<file path="src/rtl/sr_unit8.sv">
`timescale 1ns/1ps
module sr_unit8 (
  input  logic [2:0] op_sel,
  input  logic [7:0] opnd,
  input  logic [7:0] flg_in,
  output logic [7:0] res,
  output logic [7:0] flg_out
);
  localparam logic [2:0] OP_LSR = 3'd0, OP_ASL = 3'd1, OP_ASR = 3'd2,
                         OP_RLC = 3'd3, OP_RRC = 3'd4, OP_RLT = 3'd5,
                         OP_RRT = 3'd6;
  localparam logic [7:0] KEEP_MASK = 8'hEC;

  logic [7:0] r;
  logic       cout;
  logic       is_shift, is_rot;

  always_comb begin
    r = opnd;
    cout = flg_in[0];
    unique case (op_sel)
      OP_LSR: begin r = {1'b0, opnd[7:1]};      cout = opnd[0]; end
      OP_ASL: begin r = {opnd[6:0], 1'b0};      cout = opnd[7]; end
      OP_ASR: begin r = {opnd[7], opnd[7:1]};   cout = opnd[0]; end
      OP_RLC: begin r = {opnd[6:0], opnd[7]};   cout = opnd[7]; end
      OP_RRC: begin r = {opnd[0], opnd[7:1]};   cout = opnd[0]; end
      OP_RLT: begin r = {opnd[6:0], flg_in[0]}; cout = opnd[7]; end
      OP_RRT: begin r = {flg_in[0], opnd[7:1]}; cout = opnd[0]; end
      default: begin r = opnd; cout = flg_in[0]; end
    endcase
  end

  assign is_shift = (op_sel <= OP_ASR);
  assign is_rot   = (op_sel >= OP_RLC) && (op_sel <= OP_RRT);

  assign res = r;
  assign flg_out = is_shift ? {r[7], (r == 8'h00), 3'b000, ~^r, 1'b0, cout} :
                   is_rot   ? ((flg_in & KEEP_MASK) | {7'd0, cout}) :
                              flg_in;
endmodule

</file>
<file path="config.mk">
export PLATFORM = sky130hd
export DESIGN_NAME = sr_unit8
export DESIGN_NICKNAME = d
export VERILOG_FILES = /design/src/rtl/sr_unit8.sv
export SDC_FILE = /design/constraint.sdc
export NUM_CORES = 1
export LEC_CHECK = 0
export BUFFER_PORTS_ARGS = -buffer_cell sky130_fd_sc_hd__buf_4
export CORE_AREA = 3 3 40 42
export DETAILED_ROUTE_END_ITERATION = 8
export DIE_AREA = 0 0 43 45
export PLACE_DENSITY_LB_ADDON = 0.12
export SLEW_MARGIN = 20
export SYNTH_ARGS = -nofsm -noshare
export SYNTH_HDL_FRONTEND = slang
export SYNTH_SLANG_ARGS = --single-unit
</file>
<file path="constraint.sdc">
create_clock -name vclk -period 2.2
set_input_delay 0.44 -clock vclk [all_inputs]
set_output_delay 0.44 -clock vclk [all_outputs]
set_load 0.01 [all_outputs]
</file>
==> results.py, run 1 <==
metrics = {
    "routing": {
        "viasPerCell": 5.130,
        "avgRoutedWirePerCell_um": 12.53,
        "ant_nets": 0,
        "dr.pass1.iters": 4,
        "drt_wl_total_um": 1642,
        "drc": 0,
        "drt_iter0_drc": 12,
        "vias": 672,
    },
    "layout": {
        "drive_gt1_frac": 0.5603,
        "fin_util": 0.7955,
        "antenna_cells": 0,
        "num-nets-final": 141,
        "seq_cell_count": 0,
        "area_growth_syn_to_layout_pct": 99.76,
        "finalInstanceArea_um2": 1022,
        "seq_area_um2": 0,
        "fillers": 87,
        "final_cell_mix": "buf_4, a21oi_1, a21o_1",
        "clock_buffers": 0,
        "final_common_cell": "buf_4",
    },
    "global_route": {
        "grt_pass1_vias": 569,
        "antenna_found_initial": 0,
        "grt_pass1_wl_um": 2470,
        "grt_overflow": 0,
        "grt_usage": 0.1577,
        "grt_max_degree": 15,
    },
    "die": {
        "die_w_um": 43,
        "dieArea_um2": 1935,
        "rows": 13,
        "die_y_um": 45,
        "ioPinCount": 35,
        "core_area_um2": 1285,
        "initial_core_util": 0.3982,
    },
    "logic_synthesis": {
        "seq_area_frac_synth": 0,
        "synth.avg_cell_area_um2": 7.311,
        "yosysWarnings": 0,
        "netlist_area_um2": 511.7,
        "synthCells": 70,
        "syn-num-nets": 93,
        "ys_types": 21,
    },
    "timing": {
        "post-route-min-period_ns": 2.288,
        "drv_slew": 0,
        "slew_headroom": 0.8449,
        "tightest_slew_ns": 0.2307,
        "finalSetupTns_ns": -0.08766,
        "post-route-period-util": 1.040,
        "fmax_mhz": 437.1,
        "rsz0062_at_grt": "yes",
        "hold_viol": 0,
        "setup_viol": 1,
        "fin_ws_ns": -0.08766,
    },
    "worst_setup_path": {
        "path_class": "in -> out",
        "critPathSlowestCell": "mux2i_1",
        "cp_top_family": "compound AO/OA/AOI/OAI gates",
        "crit_fanout": 7,
        "startpoint": "op_sel[2]",
        "crit_required_ns": 1.76,
        "cp_num_cells": 9,
        "startpoint_type": "input port",
        "end_kind": "primary output",
        "crit_buf_inv": 2,
        "crit_chain": "buf_12 -> nand2_8 -> mux2i_1 -> a21o_1 -> ha_4 -> xnor2_2 -> xnor2_1 -> o21ai_1 -> buf_4",
        "arrival_ns": 1.85,
        "cp_slowest_stage_delay_ns": 0.25,
    },
    "placed_design": {
        "portBuffers": 35,
        "routabilityCongestion": 0.8090,
        "place_hpwl_um": 1231,
        "place_area_um2": 817.0,
        "dp_slack_ns": -0.1836,
    },
    "power": {
        "max-vdd-ir-drop_mv": 0.1654,
        "internal_power_w": 0.0001615,
        "power_density_nw_per_um2": 272.5,
        "power_frac_seq": 0,
        "combPwrFrac": 1.000,
        "total_leakage_power_nw": 0.5223,
        "p_switching_w": 0.0001171,
        "power_frac_clock": 0,
        "p_sw_frac": 0.4203,
    },
    "outcome": {
        "violations": "negative setup slack",
        "status": "finished, violations left",
    },
    "worst_hold_path": {
        "worstHoldStart": "flg_in[5]",
        "hold_path_depth": 3,
        "holdCritPathClass": "in -> out",
    },
    "clocking": {
        "cts_hold_buffers": 0,
    },
    "run": {
        "max_cap_viol_count": 0,
    },
}
-- cell families after synthesis --
kind of cell / Yosys count / share of synthesized area
XOR/XNOR: 3 / 0.05135
AO/OA/AOI/OAI: 24 / 0.2909
adder cells (fa/ha/maj): 4 / 0.09780
buffers and inverters: 6 / 0.1002
AND/OR/NAND/NOR: 21 / 0.2225
multiplexers: 12 / 0.2372
-- layer usage --
| layer | GRT usage | vias up | wire length [um] |
|---|---|---|---|
| met5 | 0 | - | 0 |
| met4 | 0 | 0 | 0 |
| met3 | 0.01195 | 0 | 104 |
| met2 | 0.2784 | 21 | 832 |
| met1 | 0.2243 | 301 | 705 |
| li1 | - | 350 | - |
-- path summary, 6_finish.rpt --
| check | endpoint | slack (ns) |
|---|---|---|
| setup / recovery | flg_out[2] | -0.09 |
| hold / removal | flg_out[5] | 1.16 |
-- power groups by stage --
stage / Clock, W / Combinational, W / Sequential (W)
after floorplan: 0 / 0.000128 / 0
after global placement: 0 / 0.000215 / 0
after detailed placement: 0 / 0.000218 / 0
after CTS: 0 / 0.000250 / 0
after global routing: 0 / 0.000304 / 0
final: 0 / 0.000279 / 0
-- layout make-up --
cell class / instances / area [um^2] / area share
well taps: 15 / 18.77 / 0.01836
repair buffers: 52 / 422.9 / 0.4137
multi-input cells: 64 / 580.6 / 0.5679
-- metrics by stage --
step / total power, W / cells / hold WS, ns
detailed placement: 0.0002180 / 124 / 1.167
CTS: 0.0002500 / 129 / 1.167
floorplan: 0.0001280 / 70 / 1.003
global route: 0.0003036 / 131 / 1.201
global placement: 0.0002148 / 124 / 1.166
finish: 0.0002785 / 131 / 1.165
-- cells in the mapped netlist --
| master | number | area share |
|---|---|---|
| o31ai_1 | 1 | 0.015 |
| o21ai_1 | 1 | 0.0098 |
| mux2_2 | 1 | 0.022 |
| buf_2 | 2 | 0.020 |
| a21o_1 | 9 | 0.13 |
| nor2_1 | 8 | 0.059 |
| a31o_1 | 1 | 0.017 |
| buf_6 | 3 | 0.066 |
| a21oi_1 | 9 | 0.088 |
| xnor2_1 | 2 | 0.034 |
| nand2b_4 | 1 | 0.027 |
| xor2_1 | 1 | 0.017 |
| buf_4 | 1 | 0.015 |
| mux2i_1 | 11 | 0.22 |
| nand2_1 | 6 | 0.044 |
| ha_1 | 4 | 0.098 |
| nand2_4 | 1 | 0.022 |
| o21ai_0 | 3 | 0.029 |
| and2_1 | 2 | 0.024 |
| nand4_1 | 1 | 0.012 |
| and4_1 | 2 | 0.034 |
-- repair_timing --
item / CTS / global route
resized for setup: 12 / 13
pin swaps: 10 / 6
endpoints found under the setup margin: 1 / 2
setup buffers: 5 / 2
Note: power is estimated with default switching activity, not from simulation.
==> run 2: changes to the inputs <==
Settings changed: ABC_AREA set to 1, CORE_AREA 3 3 40 42 to unset, CORE_MARGIN set to 3, CORE_UTILIZATION set to 41, DIE_AREA 0 0 43 45 to unset, PLACE_DENSITY set to 0.81, PLACE_DENSITY_LB_ADDON 0.12 to unset.
==> results.py, run 2 <==
metrics = {
    "logic_synthesis": {
        "yosys.area_share.simple": 0.5682,
        "syn-num-nets": 139,
        "ys_types": 16,
        "synth-xor-area-share": 0,
        "synth_top_area_frac": 0.2617,
        "synth_area_leader_cell": "nand2_1",
        "synth_compound_area_frac": 0.09396,
        "synth_area_leaders": "nand2_1, inv_1, ha_1, nor2_1, nor2_2",
        "yosysMostFrequentCell": "nand2_1",
        "synth.avg_cell_area_um2": 4.821,
        "synth-adder-area-share": 0.08949,
        "netlist_area_um2": 559.3,
        "synth_common_cells": "nand2_1, inv_1, nor2_1",
        "post_synth_mux_area_share": 0,
        "seq_area_frac_synth": 0,
        "synth_top_family_by_area": "simple AND/OR/NAND/NOR gates",
        "yosysWarnings": 0,
        "synthCells": 116,
    },
    "timing": {
        "crit_endpoint": "flg_out[2]",
        "timing.worst_endpoint.kind": "primary output",
    },
    "placed_design": {
        "place_hpwl_um": 1488,
        "place_area_um2": 903.4,
        "dp_slack_ns": -0.1396,
        "routabilityCongestion": 0.8620,
        "portBuffers": 35,
    },
    "outcome": {
        "stop_stage": "global routing (5_1_grt)",
        "tool.error": "[ERROR DPL-0038] Utilization greater than 100%, impossible to legalize",
        "status": "aborted with a tool error",
    },
    "die": {
        "ioPinCount": 35,
        "die_y_um": 42.94,
        "die_w_um": 42.94,
        "rows": 12,
        "initial_core_util": 0.4715,
    },
    "global_route": {
        "grt_max_degree": 18,
    },
    "clocking": {
        "cts_hold_buffers": 0,
    },
}
## run 2: kinds of logic after synthesis
| kind of cell | after synthesis |
|---|---|
| compound gates | 8 |
| fa+ha+maj | 4 |
| buf+inv | 32 |
| simple gates | 72 |
## run 2: timing repair
| item | 4_1_cts |
|---|---|
| buffers inserted | 1 |
| endpoints found under the setup margin | 1 |
| gates resized for setup | 14 |
| pin swaps | 5 |
## run 2: stage by stage
| step | utilization | instances |
|---|---|---|
| 4_1_cts | 0.8449 | 176 |
| 2_1_floorplan | - | 116 |
| 3_3_place_gp | 0.7616 | 175 |
| 3_5_place_dp | 0.7616 | 175 |
==> run 3: changes to the inputs <==
Settings changed: CORE_AREA set to 3 3 64 66, CORE_MARGIN 3 to unset, CORE_UTILIZATION 41 to unset, DIE_AREA set to 0 0 67 69, PLACE_DENSITY 0.81 to unset, PLACE_DENSITY_LB_ADDON set to 0.15.
Clock period 2.2 ns to 2.9 ns, I/O delays scaled along.
==> results.py, run 3 <==
metrics = {
    "logic_synthesis": {
        "synth_area_leader_cell": "nand2_1",
        "netlist_area_um2": 559.3,
        "synth_common_cells": "nand2_1, inv_1, nor2_1",
        "yosysWarnings": 0,
        "synth_top_area_frac": 0.2617,
        "synth_area_leaders": "nand2_1, inv_1, ha_1, nor2_1, nor2_2",
        "syn-num-nets": 139,
        "yosysMostFrequentCell": "nand2_1",
        "seq_area_frac_synth": 0,
        "synthCells": 116,
        "synth.avg_cell_area_um2": 4.821,
        "ys_types": 16,
    },
    "timing": {
        "finalSetupTns_ns": 0,
        "slew_headroom": 0.8414,
        "post-route-min-period_ns": 2.622,
        "hold_viol": 0,
        "post-route-period-util": 0.9042,
        "drv_slew": 0,
        "tightest_slew_ns": 0.2379,
        "rsz0062_at_grt": "no",
        "fmax_mhz": 381.4,
        "setup_viol": 0,
    },
    "worst_setup_path": {
        "critPathSlowestCell": "ha_1",
        "arrival_ns": 2.04,
        "path_class": "in -> out",
        "cp_slowest_stage_delay_ns": 0.28,
        "startpoint_type": "input port",
        "crit_required_ns": 2.32,
        "crit_fanout": 18,
        "crit_path_frequent_cell": "nand2_1",
        "crit_chain": "buf_4 -> inv_1 -> nand2_1 -> nand2_1 -> nand2_1 -> inv_1 -> nor2_1 -> ha_1 -> inv_1 -> nand2_1 -> nand2_1 -> nand2_1 -> nand3_1 -> nand2_1 -> buf_4",
        "end_kind": "primary output",
    },
    "global_route": {
        "grt_pass1_wl_um": 2939,
        "grt_pass1_vias": 687,
        "grt_overflow": 0,
        "grt_max_degree": 19,
        "antenna_found_initial": 0,
        "grt_usage": 0.07635,
    },
    "power": {
        "p_switching_w": 0.00008827,
        "power_density_nw_per_um2": 190.1,
        "combPwrFrac": 1.000,
        "p_sw_frac": 0.5424,
        "max-vdd-ir-drop_mv": 0.03249,
        "power_frac_clock": 0,
        "total_leakage_power_nw": 0.5413,
        "power_frac_seq": 0,
        "internal_power_w": 0.00007445,
        "power_w": 0.0001627,
    },
    "run": {
        "max_cap_viol_count": 0,
    },
    "layout": {
        "fin_util": 0.2355,
        "area_growth_syn_to_layout_pct": 53.02,
        "num-nets-final": 174,
        "seq_cell_count": 0,
        "drive_gt1_frac": 0.3423,
        "final_cell_mix": "nand2_1, buf_4, inv_1",
        "fillers": 458,
        "clock_buffers": 0,
        "finalInstanceArea_um2": 855.8,
        "antenna_cells": 0,
        "final_common_cell": "nand2_1",
        "seq_area_um2": 0,
    },
    "die": {
        "ioPinCount": 35,
        "core_area_um2": 3633,
        "die_w_um": 67,
        "rows": 22,
        "dieArea_um2": 4623,
        "initial_core_util": 0.1539,
        "die_y_um": 69,
    },
    "clocking": {
        "postCtsSetupBuffers": 0,
        "cts_resized": 0,
        "cts_hold_buffers": 0,
    },
    "worst_hold_path": {
        "holdCritPathClass": "in -> out",
    },
    "routing": {
        "drt_iter0_drc": 42,
        "drt_wl_total_um": 1872,
        "avgRoutedWirePerCell_um": 9.503,
        "ant_nets": 0,
        "vias": 772,
        "viasPerCell": 3.919,
        "dr.pass1.iters": 4,
        "drc": 0,
    },
    "placed_design": {
        "place_hpwl_um": 1656,
        "place_area_um2": 855.8,
        "portBuffers": 35,
        "routabilityCongestion": 0.8366,
    },
    "outcome": {
        "status": "completed",
    },
}
==> run 3: cell counts after synthesis <==
Identical to the previous run, type by type.
==> run 3: layout make-up <==
cell class         count  area [um^2]  share of cell area
multi-input cells     84        420.4              0.4912
repair buffers        35        262.8              0.3070
well taps             48        60.06             0.07018
inverters             30        112.6              0.1316
==> run 3: power groups by stage <==
stage                     Sequential [W]  Combinational [W]  Clock, W
after global routing                   0           0.000187         0
final                                  0           0.000163         0
after CTS                              0           0.000166         0
after floorplan                        0          0.0000970         0
after detailed placement               0           0.000166         0
after global placement                 0           0.000165         0
==> run 3: worst paths after layout <==
path	startpoint	to	slack, ns	depth (start not counted)
worst max-delay path	op_sel[0]	flg_out[2]	0.28	15
worst min-delay path	flg_in[2]	flg_out[2]	1.44	4
==> run 3: critical path, delay by kind of cell <==
kind	cells	cell delay, ns
and+or+nand+nor	9	0.62
buffers and inverters	5	0.55
adders and majority gates	1	0.28
==> run 3: layer usage <==
metal	vias to the layer above	track usage	share of wire
met2	23	0.1354	0.47
met3	0	0.006515	0.076
met5	-	0	0
met4	0	0.004505	0
li1	418	-	-
met1	331	0.1025	0.46
==> run 3: cells by family after synthesis <==
family          synth area share
fa+ha+maj                0.08949
compound gates           0.09396
buf+inv                   0.2483
simple gates              0.5682
==> run 3: per-stage QoR <==
step                      hold slack [ns]  cells  setup slack, ns
after CTS                           1.449    197           0.2246
after global routing                1.468    197          0.09778
after detailed placement            1.448    197           0.2269
after global placement              1.441    197           0.2032
after floorplan                     1.247    116           0.5518
final                               1.440    197           0.2778
==> run 4: changes to the inputs <==
Settings changed: GPL_ROUTABILITY_DRIVEN set to 0, REMOVE_ABC_BUFFERS set to 1.
==> results.py, run 4 (synthesis gave the netlist of run 3 again) <==
metrics = {
    "layout": {
        "num-nets-final": 174,
        "layout.cells.non_filler": 197,
        "drive_gt1_frac": 0.3423,
        "seq_cell_count": 0,
        "final_common_cell": "nand2_1",
        "antenna_cells": 0,
        "seq_area_um2": 0,
        "clock_buffers": 0,
        "final_cell_mix": "nand2_1, buf_4, inv_1",
        "area_growth_syn_to_layout_pct": 53.02,
    },
    "die": {
        "die_w_um": 67,
        "dieArea_um2": 4623,
        "initial_core_util": 0.1539,
        "ioPinCount": 35,
        "rows": 22,
        "core_area_um2": 3633,
        "die_y_um": 69,
    },
    "worst_setup_path": {
        "arrival_ns": 2.10,
        "end_kind": "primary output",
        "startpoint_type": "input port",
        "crit_fanout": 18,
        "path_class": "in -> out",
        "crit_required_ns": 2.32,
    },
    "global_route": {
        "grt_overflow": 0,
        "grt_usage": 0.08155,
        "grt_pass1_wl_um": 3160,
        "antenna_found_initial": 0,
        "grt_max_degree": 19,
        "grt_pass1_vias": 726,
    },
    "worst_hold_path": {
        "holdCritPathClass": "in -> out",
        "hold_path_depth": 4,
        "worstHoldStart": "flg_in[2]",
        "min_to": "flg_out[2]",
    },
    "power": {
        "max-vdd-ir-drop_mv": 0.03923,
        "power_density_nw_per_um2": 191.1,
        "total_leakage_power_nw": 0.5413,
    },
    "timing": {
        "finalSetupTns_ns": 0,
        "post-route-min-period_ns": 2.680,
        "post-route-period-util": 0.9243,
        "setup_viol": 0,
        "rsz0062_at_grt": "no",
        "hold_viol": 0,
        "slew_headroom": 0.8534,
        "drv_slew": 0,
        "tightest_slew_ns": 0.2191,
        "fmax_mhz": 373.1,
    },
    "routing": {
        "drt_wl_total_um": 1921,
        "drt-met1-wl_um": 907,
        "drt_iter0_drc": 60,
        "drc": 0,
        "dr_wl_met2_um": 824,
        "top_layer": "met3",
        "ant_nets": 0,
        "vias": 766,
        "viasPerCell": 3.888,
        "dr.pass1.iters": 4,
        "avgRoutedWirePerCell_um": 9.751,
        "dr_wl_met3_um": 188,
    },
    "placed_design": {
        "dp_cells": 197,
        "portBuffers": 35,
        "place_hpwl_um": 1688,
    },
    "run": {
        "max_cap_viol_count": 0,
    },
    "clocking": {
        "postCtsSetupBuffers": 0,
        "cts_hold_buffers": 0,
        "cts_resized": 0,
    },
    "outcome": {
        "status": "completed",
    },
}
run 4: cell counts in the layout (fill, tap and decap cells not counted):
No cell type changed its count.
run 4: metal layers:
| layer | GRT usage | up-vias |
|---|---|---|
| met5 | 0 | - |
| met4 | 0.004505 | 0 |
| met3 | 0.01140 | 0 |
| met2 | 0.1343 | 24 |
| met1 | 0.1162 | 324 |
| li1 | - | 418 |
run 4: how the worst max path moves through the flow:
stage / from / to / slack, ns / depth (start not counted)
finish: op_sel[0] / flg_out[2] / 0.22 / 15
global route: op_sel[0] / flg_out[2] / 0.07 / 15
CTS: op_sel[0] / flg_out[2] / 0.21 / 15
detailed placement: op_sel[0] / flg_out[2] / 0.22 / 15
global placement: op_sel[0] / flg_out[2] / 0.21 / 15
floorplan: op_sel[2] / flg_out[2] / 0.63 / 12
run 4: layout make-up:
type	count	area [um^2]
well taps	48	60.06
fillers	448	2778
inverters	30	112.6
repair buffers	35	262.8
multi-input cells	84	420.4
run 4: power by group:
| part | switching [W] | internal (W) |
|---|---|---|
| clock | 0 | 0 |
| combinational | 0.0000890 | 0.0000745 |
| sequential | 0 | 0 |
| total | 0.0000890 | 0.0000745 |
run 4: worst max-delay path: stages:
cell	delay, ns
buf_4	0.20
inv_1	0.10
nand2_1	0.07
nand2_1	0.04
nand2_1	0.08
inv_1	0.04
nor2_1	0.20
ha_1	0.30
inv_1	0.08
nand2_1	0.05
nand2_1	0.05
nand2_1	0.05
nand3_1	0.07
nand2_1	0.05
buf_4	0.13
run 4: metrics by stage:
step	setup slack, ns	hold WS, ns	cell area [um^2]	power (W)	utilization
2_1_floorplan	0.6311	1.247	533.0	0.00009063	-
3_3_place_gp	0.2126	1.445	855.8	0.0001655	0.2355
3_5_place_dp	0.2167	1.441	855.8	0.0001655	0.2355
4_1_cts	0.2125	1.442	855.8	0.0001665	0.2355
5_1_grt	0.07136	1.460	855.8	0.0001883	0.2355
6_report	0.2196	1.437	855.8	0.0001635	0.2355
